<file path="config.mk">
export PLATFORM = sky130hd
export DESIGN_NAME = bus_page_decoder
export DESIGN_NICKNAME = d
export VERILOG_FILES = /design/src/rtl/bus_page_pkg.sv /design/src/rtl/bus_page_ctrl.sv /design/src/rtl/bus_page_regs.sv /design/src/rtl/bus_page_decoder.sv
export SDC_FILE = /design/constraint.sdc
export NUM_CORES = 1
export LEC_CHECK = 0
export BUFFER_PORTS_ARGS = -buffer_cell sky130_fd_sc_hd__buf_2
export CAP_MARGIN = 40
export CORE_ASPECT_RATIO = 1.75
export CORE_MARGIN = 5
export CORE_UTILIZATION = 51
export DETAILED_ROUTE_END_ITERATION = 10
export HOLD_SLACK_MARGIN = 0.06
export PLACE_DENSITY_LB_ADDON = 0.2
export REMOVE_ABC_BUFFERS = 1
export SYNTH_ARGS = -nofsm -noshare
export SYNTH_HDL_FRONTEND = slang
export SYNTH_SLANG_ARGS = --single-unit
</file>
<file path="constraint.sdc">
create_clock -name clk -period 5.65 [get_ports clk]
set_clock_uncertainty 0.15 [all_clocks]
set_input_delay 0.2825 -clock clk [delete_from_list [all_inputs] [get_ports clk]]
set_output_delay 0.2825 -clock clk [all_outputs]
set_load 0.02 [all_outputs]
</file>
<file path="src/rtl/bus_page_pkg.sv">
package bus_page_pkg;
  localparam int DATA_W = 16;
  localparam int ADDR_W = 32;

  localparam logic [7:0] OFS_IRQ    = 8'h00;
  localparam logic [7:0] OFS_THR_LO = 8'h10;
  localparam logic [7:0] OFS_THR_HI = 8'h12;
  localparam logic [7:0] OFS_DELAY  = 8'h14;
  localparam logic [7:0] OFS_FULL   = 8'h16;
  localparam logic [7:0] OFS_BUF    = 8'h18;
  localparam logic [7:0] OFS_CTRL   = 8'h1A;
  localparam logic [7:0] OFS_RESET  = 8'h1C;
  localparam logic [7:0] OFS_HALF   = 8'h1E;
  localparam logic [7:0] OFS_ID_FIX = 8'hFA;
  localparam logic [7:0] OFS_ID_TYP = 8'hFC;
  localparam logic [7:0] OFS_ID_VER = 8'hFE;

  localparam logic [15:0] ID_FIXED = 16'hFAF5;
  localparam logic [5:0]  MAKER    = 6'b000010;
  localparam logic [9:0]  BOARD    = 10'b0000110110;

  typedef struct packed {
    logic       capture;
    logic [7:0] offset;
    logic       wrIrq;
    logic       wrThrLo;
    logic       wrThrHi;
    logic       wrDelay;
    logic       wrCtrl;
    logic       doReset;
    logic       selFull;
    logic       selHalf;
    logic       popFifo;
  } accStb_t;
endpackage

</file>
<file path="src/rtl/bus_page_ctrl.sv">
module bus_page_ctrl
  import bus_page_pkg::*;
(
  input  logic              clk,
  input  logic              rstN,
  input  logic [ADDR_W-1:0] baseSel,
  input  logic [ADDR_W-1:0] addr,
  input  logic [5:0]        amCode,
  input  logic              addrStrobe,
  input  logic              dataStrobe,
  input  logic              writeEn,
  output accStb_t           stb,
  output logic              dtack
);
  typedef enum logic {ST_IDLE, ST_ACK} state_t;
  state_t state;

  logic isShort, isLong, baseHit, accept;
  logic [7:0] ofs;

  always_comb begin
    isShort = (amCode == 6'h39) || (amCode == 6'h3D);
    isLong  = (amCode == 6'h09) || (amCode == 6'h0D);
    baseHit = (isShort && addr[23:8] == baseSel[23:8]) ||
              (isLong  && addr[31:8] == baseSel[31:8]);
    accept  = (state == ST_IDLE) && addrStrobe && dataStrobe && baseHit;
    ofs     = {addr[7:1], 1'b0};
  end

  always_comb begin
    stb          = '0;
    stb.capture  = accept;
    stb.offset   = ofs;
    stb.wrIrq    = accept && writeEn && ofs == OFS_IRQ;
    stb.wrThrLo  = accept && writeEn && ofs == OFS_THR_LO;
    stb.wrThrHi  = accept && writeEn && ofs == OFS_THR_HI;
    stb.wrDelay  = accept && writeEn && ofs == OFS_DELAY;
    stb.wrCtrl   = accept && writeEn && ofs == OFS_CTRL;
    stb.doReset  = accept && ofs == OFS_RESET;
    stb.selFull  = accept && ofs == OFS_FULL;
    stb.selHalf  = accept && ofs == OFS_HALF;
    stb.popFifo  = accept && !writeEn && ofs == OFS_BUF;
  end

  always_ff @(posedge clk or negedge rstN) begin
    if (!rstN) begin
      state <= ST_IDLE;
    end else begin
      case (state)
        ST_IDLE: if (accept) state <= ST_ACK;
        ST_ACK:  if (!dataStrobe) state <= ST_IDLE;
        default: state <= ST_IDLE;
      endcase
    end
  end

  assign dtack = (state == ST_ACK);
endmodule

</file>
<file path="src/rtl/bus_page_regs.sv">
module bus_page_regs
  import bus_page_pkg::*;
#(
  parameter logic [DATA_W-1:0] ID_WORD = 16'h1001
) (
  input  logic              clk,
  input  logic              rstN,
  input  accStb_t           stb,
  input  logic [DATA_W-1:0] wrData,
  input  logic [DATA_W-1:0] fifoData,
  input  logic              fifoEmptyN,
  input  logic              fifoFullN,
  input  logic              fifoHalfN,
  output logic [DATA_W-1:0] rdData,
  output logic              resetPulse,
  output logic              modeFullPulse,
  output logic              modeHalfPulse,
  output logic              fifoPop,
  output logic [7:0]        chanEnable,
  output logic              fastClearSel,
  output logic [7:0]        thrLow,
  output logic [7:0]        thrHigh,
  output logic [7:0]        delayVal,
  output logic              bufModeFull,
  output logic [2:0]        irqLevel,
  output logic              irqOnNotEmpty,
  output logic [7:0]        irqStatusId
);
  logic [DATA_W-1:0] readMux;

  always_comb begin
    case (stb.offset)
      OFS_IRQ:    readMux = {irqLevel, irqOnNotEmpty, 4'hF, irqStatusId};
      OFS_DELAY:  readMux = {3'b000, bufModeFull, 4'h0, delayVal};
      OFS_BUF:    readMux = fifoData;
      OFS_CTRL:   readMux = {fastClearSel, fifoEmptyN, fifoFullN, fifoHalfN, 4'hF, chanEnable};
      OFS_ID_FIX: readMux = ID_FIXED;
      OFS_ID_TYP: readMux = {MAKER, BOARD};
      OFS_ID_VER: readMux = ID_WORD;
      default:    readMux = '1;
    endcase
  end

  always_ff @(posedge clk or negedge rstN) begin
    if (!rstN) begin
      rdData        <= '1;
      resetPulse    <= 1'b0;
      modeFullPulse <= 1'b0;
      modeHalfPulse <= 1'b0;
      fifoPop       <= 1'b0;
      chanEnable    <= '0;
      fastClearSel  <= 1'b0;
      thrLow        <= '0;
      thrHigh       <= '0;
      delayVal      <= '0;
      bufModeFull   <= 1'b0;
      irqLevel      <= '0;
      irqOnNotEmpty <= 1'b0;
      irqStatusId   <= '0;
    end else begin
      resetPulse    <= stb.doReset;
      modeFullPulse <= stb.selFull;
      modeHalfPulse <= stb.selHalf;
      fifoPop       <= stb.popFifo;
      if (stb.capture) rdData <= readMux;
      if (stb.wrThrLo) thrLow  <= wrData[7:0];
      if (stb.wrThrHi) thrHigh <= wrData[7:0];
      if (stb.wrDelay) delayVal <= wrData[7:0];
      if (stb.wrCtrl) begin
        chanEnable   <= wrData[7:0];
        fastClearSel <= wrData[15];
      end
      if (stb.wrIrq) begin
        irqLevel      <= wrData[15:13];
        irqOnNotEmpty <= wrData[12];
        irqStatusId   <= wrData[7:0];
      end
      if (stb.selFull) bufModeFull <= 1'b1;
      if (stb.selHalf) bufModeFull <= 1'b0;
      if (stb.doReset) begin
        chanEnable    <= '0;
        fastClearSel  <= 1'b0;
        delayVal      <= '0;
        bufModeFull   <= 1'b0;
        irqLevel      <= '0;
        irqOnNotEmpty <= 1'b0;
      end
    end
  end
endmodule

</file>
<file path="src/rtl/bus_page_decoder.sv">
module bus_page_decoder
  import bus_page_pkg::*;
#(
  parameter logic [15:0] ID_WORD = 16'h1001
) (
  input  logic        clk,
  input  logic        rstN,
  input  logic [31:0] baseSel,
  input  logic [31:0] addr,
  input  logic [5:0]  amCode,
  input  logic        addrStrobe,
  input  logic        dataStrobe,
  input  logic        writeEn,
  input  logic [15:0] wrData,
  input  logic [15:0] fifoData,
  input  logic        fifoEmptyN,
  input  logic        fifoFullN,
  input  logic        fifoHalfN,
  output logic        dtack,
  output logic [15:0] rdData,
  output logic        resetPulse,
  output logic        modeFullPulse,
  output logic        modeHalfPulse,
  output logic        fifoPop,
  output logic [7:0]  chanEnable,
  output logic        fastClearSel,
  output logic [7:0]  thrLow,
  output logic [7:0]  thrHigh,
  output logic [7:0]  delayVal,
  output logic        bufModeFull,
  output logic [2:0]  irqLevel,
  output logic        irqOnNotEmpty,
  output logic [7:0]  irqStatusId
);
  accStb_t stb;

  bus_page_ctrl u_ctrl (
    .clk(clk), .rstN(rstN), .baseSel(baseSel), .addr(addr), .amCode(amCode),
    .addrStrobe(addrStrobe), .dataStrobe(dataStrobe), .writeEn(writeEn),
    .stb(stb), .dtack(dtack)
  );

  bus_page_regs #(.ID_WORD(ID_WORD)) u_regs (
    .clk(clk), .rstN(rstN), .stb(stb), .wrData(wrData), .fifoData(fifoData),
    .fifoEmptyN(fifoEmptyN), .fifoFullN(fifoFullN), .fifoHalfN(fifoHalfN),
    .rdData(rdData), .resetPulse(resetPulse), .modeFullPulse(modeFullPulse),
    .modeHalfPulse(modeHalfPulse), .fifoPop(fifoPop), .chanEnable(chanEnable),
    .fastClearSel(fastClearSel), .thrLow(thrLow), .thrHigh(thrHigh),
    .delayVal(delayVal), .bufModeFull(bufModeFull), .irqLevel(irqLevel),
    .irqOnNotEmpty(irqOnNotEmpty), .irqStatusId(irqStatusId)
  );
endmodule

</file>
==> reports/metrics.csv, run 1 <==
metric;value;unit
Syn Area/Cell;10.5;sq um
routed wire length;12.6;mm
Buffers & Inverters on Critical Path;3;
P&R area growth vs syn;33.8;%
crit path capture type;register;
crit-path max cell delay;0.68;ns
Root Driver;clkbuf_16;
Diodes inserted;0;
Crit. Startpoint;dataStrobe;
Max Freq;0.360;GHz
DRT iter0 DRCs;324;
clock buffer depth;2;
Worst Hold Path Cells;3;
crit path DAT;2.88;ns
CP top delay family;simple AND/OR/NAND/NOR gates;
r2r endpoint;u_regs.rdData[9];
CTS sink cnt;67;
initial antenna violation count;0;
Pre-Repair DR Iteration Count;5;
Total Neg Setup Slack;0;ns
Worst Hold Endpoint;u_regs.fastClearSel;
outcome;finished clean;
min-delay src;wrData[15];
Hold/Removal Path Class;in2reg;
Tot Pwr;1.17;mW
layout cells sized above 1;0.459;
post-synthesis register bit count;67;
Filler cells;592;
Synth async-reset ratio;1.00;
Synth area leader;dfrtp_1;
Cell Chain, Critical Path;dlygate4sd3_1 > buf_2 > and4b_1 > nand2_1 > nor3_2 > buf_4 > mux2_2;
post_cts resized;0;
post-route clock period utilization;0.492;
Worst Setup Start Kind;primary input;
drc violations;0;
total global routing overflow;0;
largest net degree at the start of global routing;68;
most common cell in the netlist;dfrtp_1;
cell area power density;233;nW/um^2
slew margin rel.;0.432;
Worst Path Max Fanout;13;
Initial Util;0.521;
Clock Latency Late Sink;0.33;ns
die area;9280;sq um
Min Clock Period, post-route;2.78;ns
peak supply drop;209;uV
first-pass GRT wire length;19.3;mm
Antenna Violating Nets Remaining;0;
Mapped Area;3770;sq um
YS warnings;0;
IO Count;177;
Post-synth EDFFs;0;
P_leak;2.50;nW
die span in y;124;um
CP Data Required Time;5.76;ns
Num CTS Buffers;9;
Avg WL per Cell;20.5;um
FF-to-FF setup slack;3.03;ns
post-synth top area share;0.339;
# rows;41;
Post-synth top flop;dfrtp_1;
max cap viols;0;
final hold violations;0;
routed via count;3748;
Placer Congestion;0.872;
RR Startpoint;u_ctrl.dtack;
Port Buffers;162;
Final Max Slew Viols;0;
routed vias/inst;6.09;
hpwl dp;9.17;mm
Mapped Cells;360;
Max stage delay cell, worst path;nor3_2;
Setup Crit Path Kind;in2reg;
Nets;634;
Die X;75.0;um
core area;7230;sq um
Netlist cell types;51;
top cells by area, synth;dfrtp_1 34%, dfstp_2 11%, mux2_2 6.3%;
Worst Max-Slew Pin Slew;0.845;ns
Worst R2R Path Depth;5;
RSZ-0062 raised after global routing;no;
Clock Pin Slew Worst Setup and Hold Paths;0.05;ns
final setup fails;0;
# H-tree levels;3;
GR Util All Layers;0.276;
sequential fraction of the synthesis area;0.450;
vias in the first global route;3791;
most common library cells after synthesis;51 x dfrtp_1, 21 x mux2_2, 20 x a21oi_1, 19 x clkbuf_1, 17 x nand4_1;
CTS tree;built;
sequential cells by signal, indices dropped and copies added, names as in the netlist:
register,cells
u_regs.irqLevel,3
u_regs.modeFullPulse,1
u_regs.rdData,16
u_regs.delayVal,8
u_regs.modeHalfPulse,1
u_regs.thrHigh,8
u_regs.fifoPop,1
u_regs.chanEnable,8
u_regs.irqOnNotEmpty,1
u_regs.bufModeFull,1
u_regs.resetPulse,1
u_ctrl.dtack,1
u_regs.fastClearSel,1
u_regs.thrLow,8
u_regs.irqStatusId,8
worst register-to-register path: cells and delay by family, from the launching register on:
family / cells / cell delay (ns)
mux: 1 / 0.35
simple gates: 3 / 1.36
flops: 1 / 0.39
buf+inv: 1 / 0.30
timing repair:
item | 4_1_cts | 5_1_grt
endpoints found under the setup margin | 0 | 0
hold buffers | 6 | 0
buffers inserted | 0 | 0
hold endpoints to repair | 56 | 0
how the worst max path moves through the flow:
stage	depth (start not counted)	slack, ns	endpoint
final	7	2.87	u_regs.rdData[9]
after global placement	6	2.41	u_regs.thrHigh[4]
after global routing	7	2.75	u_regs.rdData[9]
after CTS	7	2.89	u_regs.rdData[9]
after floorplan	5	2.37	u_regs.thrHigh[0]
after detailed placement	8	2.88	u_regs.rdData[9]
cell families after synthesis:
group | synth area share
AO/OA/AOI/OAI | 0.172
flip-flops | 0.450
XOR/XNOR | 0.0581
buffers and inverters | 0.0438
multiplexers | 0.103
AND/OR/NAND/NOR | 0.173
metrics by stage:
step | cell area [sq um] | hold WS (ns) | std cells | utilization | worst slack (ns)
3_3_place_gp | 4640 | 0.303 | 590 | 0.642 | 2.41
4_1_cts | 5040 | 0.0670 | 615 | 0.697 | 2.89
6_report | 5040 | 0.0736 | 615 | 0.697 | 2.87
3_5_place_dp | 4670 | 0.315 | 593 | 0.646 | 2.88
2_1_floorplan | 3660 | -0.163 | 335 | - | 2.37
5_1_grt | 5040 | 0.0851 | 615 | 0.697 | 2.75
placed cells by master (no fill, tap or decap), types with 4 or more instances in the layout:
cell           count
buf_4              9
dfrtp_1           51
mux2_4             8
a21oi_1           20
buf_2            162
nor4_1             4
inv_1             14
xor2_1             9
a22oi_1            4
or4_1              8
nand3_1           14
o31ai_1            9
a211oi_1           5
o21ai_0           14
a31oi_1           14
a22o_1            14
nor3_1             7
nand2_1           10
nand4_1           17
clkbuf_16          9
dlygate4sd3_1      6
mux2_2            21
a222oi_1           4
xnor2_1           16
and3_1            10
o31a_1             4
dfstp_2           16
nor2_1             7
where the power goes:
| part | switching, mW | total, mW | internal (mW) |
|---|---|---|---|
| Combinational | 0.0561 | 0.102 | 0.0462 |
| Clock | 0.206 | 0.591 | 0.385 |
| Sequential | 0.00000147 | 0.481 | 0.481 |
| Total | 0.262 | 1.17 | 0.912 |
routing by layer:
layer  vias to the layer above  wire length (um)  GRT usage
met4                         0               381      0.114
met2                       178              6710      0.472
met5                         -                 0          0
li1                       1709                 -          -
met3                        35              1070     0.0501
met1                      1826              4430      0.336
area by class of cell:
type / count / area, sq um / share of cell area
Multi-Input combinational cell: 254 / 1920 / 0.381
Clock buffer: 11 / 233 / 0.0462
Tap cell: 86 / 108 / 0.0213
Clock inverter: 5 / 77.6 / 0.0154
Timing Repair Buffer: 178 / 953 / 0.189
Sequential cell: 67 / 1700 / 0.337
Inverter: 14 / 52.6 / 0.0104
(Power assumes the default switching activity.)
==> run 2: changes to the inputs <==
--- a/config.mk
+++ b/config.mk
@@ -9,7 +9,7 @@
 export CAP_MARGIN = 40
 export CORE_ASPECT_RATIO = 1.75
 export CORE_MARGIN = 5
-export CORE_UTILIZATION = 51
+export CORE_UTILIZATION = 47
 export DETAILED_ROUTE_END_ITERATION = 10
 export HOLD_SLACK_MARGIN = 0.06
 export PLACE_DENSITY_LB_ADDON = 0.2
==> constraint.sdc (replaced) <==
create_clock -name clk -period 2.9 [get_ports clk]
set_clock_uncertainty 0.15 [all_clocks]
set_input_delay 0.145 -clock clk [delete_from_list [all_inputs] [get_ports clk]]
set_output_delay 0.145 -clock clk [all_outputs]
set_load 0.02 [all_outputs]
==> run 2 against run 1 <==
Net effect:
- clock power rose by 110%
- flip-flop and latch count is the same
- register-to-register slack worse by 2.3 ns
- non-clock buffer count rose by 25
- sequential share of layout area shrank 1.8 points
- utilization shrank 2.5 points
- combinational power is 120% higher
- via count is 4.4% higher
- wire length grew 2.5%
- setup slack got worse by 2.6 ns
- critical path depth is 1 higher
- global-route usage fell by 1.4 points
- highest routed layer unchanged
==> reports/metrics.csv, run 2 (synthesized netlist as in run 1, its figures left out) <==
metric;value;unit
outcome;finished clean;
Initial Util;0.477;
min-delay src;fifoData[2];
Worst Max-Slew Pin Slew;0.830;ns
Min Clock Period, post-route;2.59;ns
Total Neg Setup Slack;0;ns
CP Data Required Time;3.01;ns
hold_ws;0.0840;ns
die area;9980;sq um
peak supply drop;404;uV
Buffers & Inverters on Critical Path;4;
total global routing overflow;0;
pre-CTS setup slack;0.389;ns
Nets;659;
# rows;43;
Antenna Violating Nets Remaining;0;
hpwl dp;9.52;mm
CP dominant cell by count;dlygate4sd3_1;
Crit. Startpoint;addr[1];
Sw Pwr;514;uW
Port Buffers;162;
die span in y;128;um
Max Freq;0.386;GHz
Setup Crit Path Kind;in2reg;
Avg WL per Cell;20.1;um
Int Pwr;1.88;mW
crit path capture type;register;
CTS tree;built;
routed via count;3912;
Max stage delay cell, worst path;dlygate4sd3_1;
first-pass GRT wire length;20.7;mm
clock buffer depth;2;
clock share of power;0.516;
Cell Chain, Critical Path;dlygate4sd3_1 > buf_2 > or2_2 > nor3_2 > buf_4 > a222oi_1 > dlygate4sd3_1 > a31oi_1;
final hold violations;0;
switch share;0.214;
Root Driver;clkbuf_16;
Clock Pin Slew Worst Setup and Hold Paths;0.05;ns
DRT iter0 DRCs;305;
Final Max Slew Viols;0;
crit-path max cell delay;0.61;ns
Diodes inserted;0;
GR Util All Layers;0.263;
design area;5320;sq um
crit path DAT;2.70;ns
combinational share of power;0.094;
layout cells sized above 1;0.451;
P_leak;2.63;nW
Worst Setup Start Kind;primary input;
Inst Count DP;603;
# H-tree levels;3;
CP top delay family;buffers and inverters;
post-route clock period utilization;0.894;
max reg flops;16;
Num CTS Buffers;9;
RR Startpoint;u_ctrl.dtack;
largest net degree at the start of global routing;35;
Cell Area, Placed;4730;sq um
Pre-Repair DR Iteration Count;6;
Placer Congestion;0.924;
Tot Pwr;2.40;mW
final setup fails;0;
final core occ;0.672;
cell area power density;451;nW/um^2
RSZ-0062 raised after global routing;no;
vias in the first global route;4104;
Clock Latency Late Sink;0.33;ns
slew margin rel.;0.447;
most frequent cells in the layout;162 x buf_2, 51 x dfrtp_1, 25 x dlygate4sd3_1;
CTS sink cnt;67;
max cap viols;0;
Worst Path Max Fanout;11;
final setup margin;0.307;ns
routed wire length;12.9;mm
Largest Register;u_regs.rdData;
Hold/Removal Path Class;in2reg;
setup bufs post-CTS;0;
P&R area growth vs syn;41.1;%
drc violations;0;
Die X;77.7;um
commonest non-fill, non-tap cell in the layout;buf_2;
core area;7910;sq um
Reg power frac;0.391;
IO Count;177;
fin cells;644;
routed vias/inst;6.07;
initial antenna violation count;0;
run 2: repair_timing:
| item | 4_1_cts | 5_1_grt |
|---|---|---|
| endpoints found under the hold margin | 71 | 0 |
| setup endpoints to repair | 0 | 2 |
| resized for setup | 0 | 1 |
| hold buffers | 25 | 0 |
run 2: tightest hold or removal path, delay by kind of cell:
kind	cells	cell delay [ns]
AO/OA/AOI/OAI	3	0.30
buffers and inverters	1	0.08
run 2: power by group through the flow:
stage	Combinational, mW	Clock [mW]	Sequential (mW)
2_1_floorplan	0.0693	0	0.952
3_3_place_gp	0.193	0	0.952
3_5_place_dp	0.198	0	0.952
4_1_cts	0.223	1.25	0.937
5_1_grt	0.247	1.30	0.936
6_report	0.224	1.24	0.937
run 2: final cells by class:
class | count | area, sq um
Fill cell | 676 | 2590
Multi-Input combinational cell | 254 | 1930
Sequential cell | 67 | 1700
Timing Repair Buffer | 203 | 1190
Clock buffer | 11 | 233
Tap cell | 90 | 113
Clock inverter | 5 | 104
Inverter | 14 | 52.6
run 2: routing by layer:
layer	wire length, um	share of wire	GRT usage	up-vias
li1	-	-	-	1762
met2	6960	0.54	0.459	210
met5	0	0	0	-
met1	4420	0.34	0.295	1909
met3	1110	0.086	0.0672	31
met4	426	0.033	0.123	0
run 2: path summary, 6_finish.rpt:
kind	slack [ns]	to	cells after the start
worst max-delay path	0.31	u_regs.rdData[13]	8
worst min-delay path	0.08	u_regs.rdData[2]	4
worst max register to register	0.68	u_regs.thrLow[1]	4
worst min register to register	0.32	u_regs.rdData[8]	2
max in group asynchronous	1.58	u_regs.rdData[3]	3
min in group asynchronous	0.28	u_regs.thrHigh[2]	2
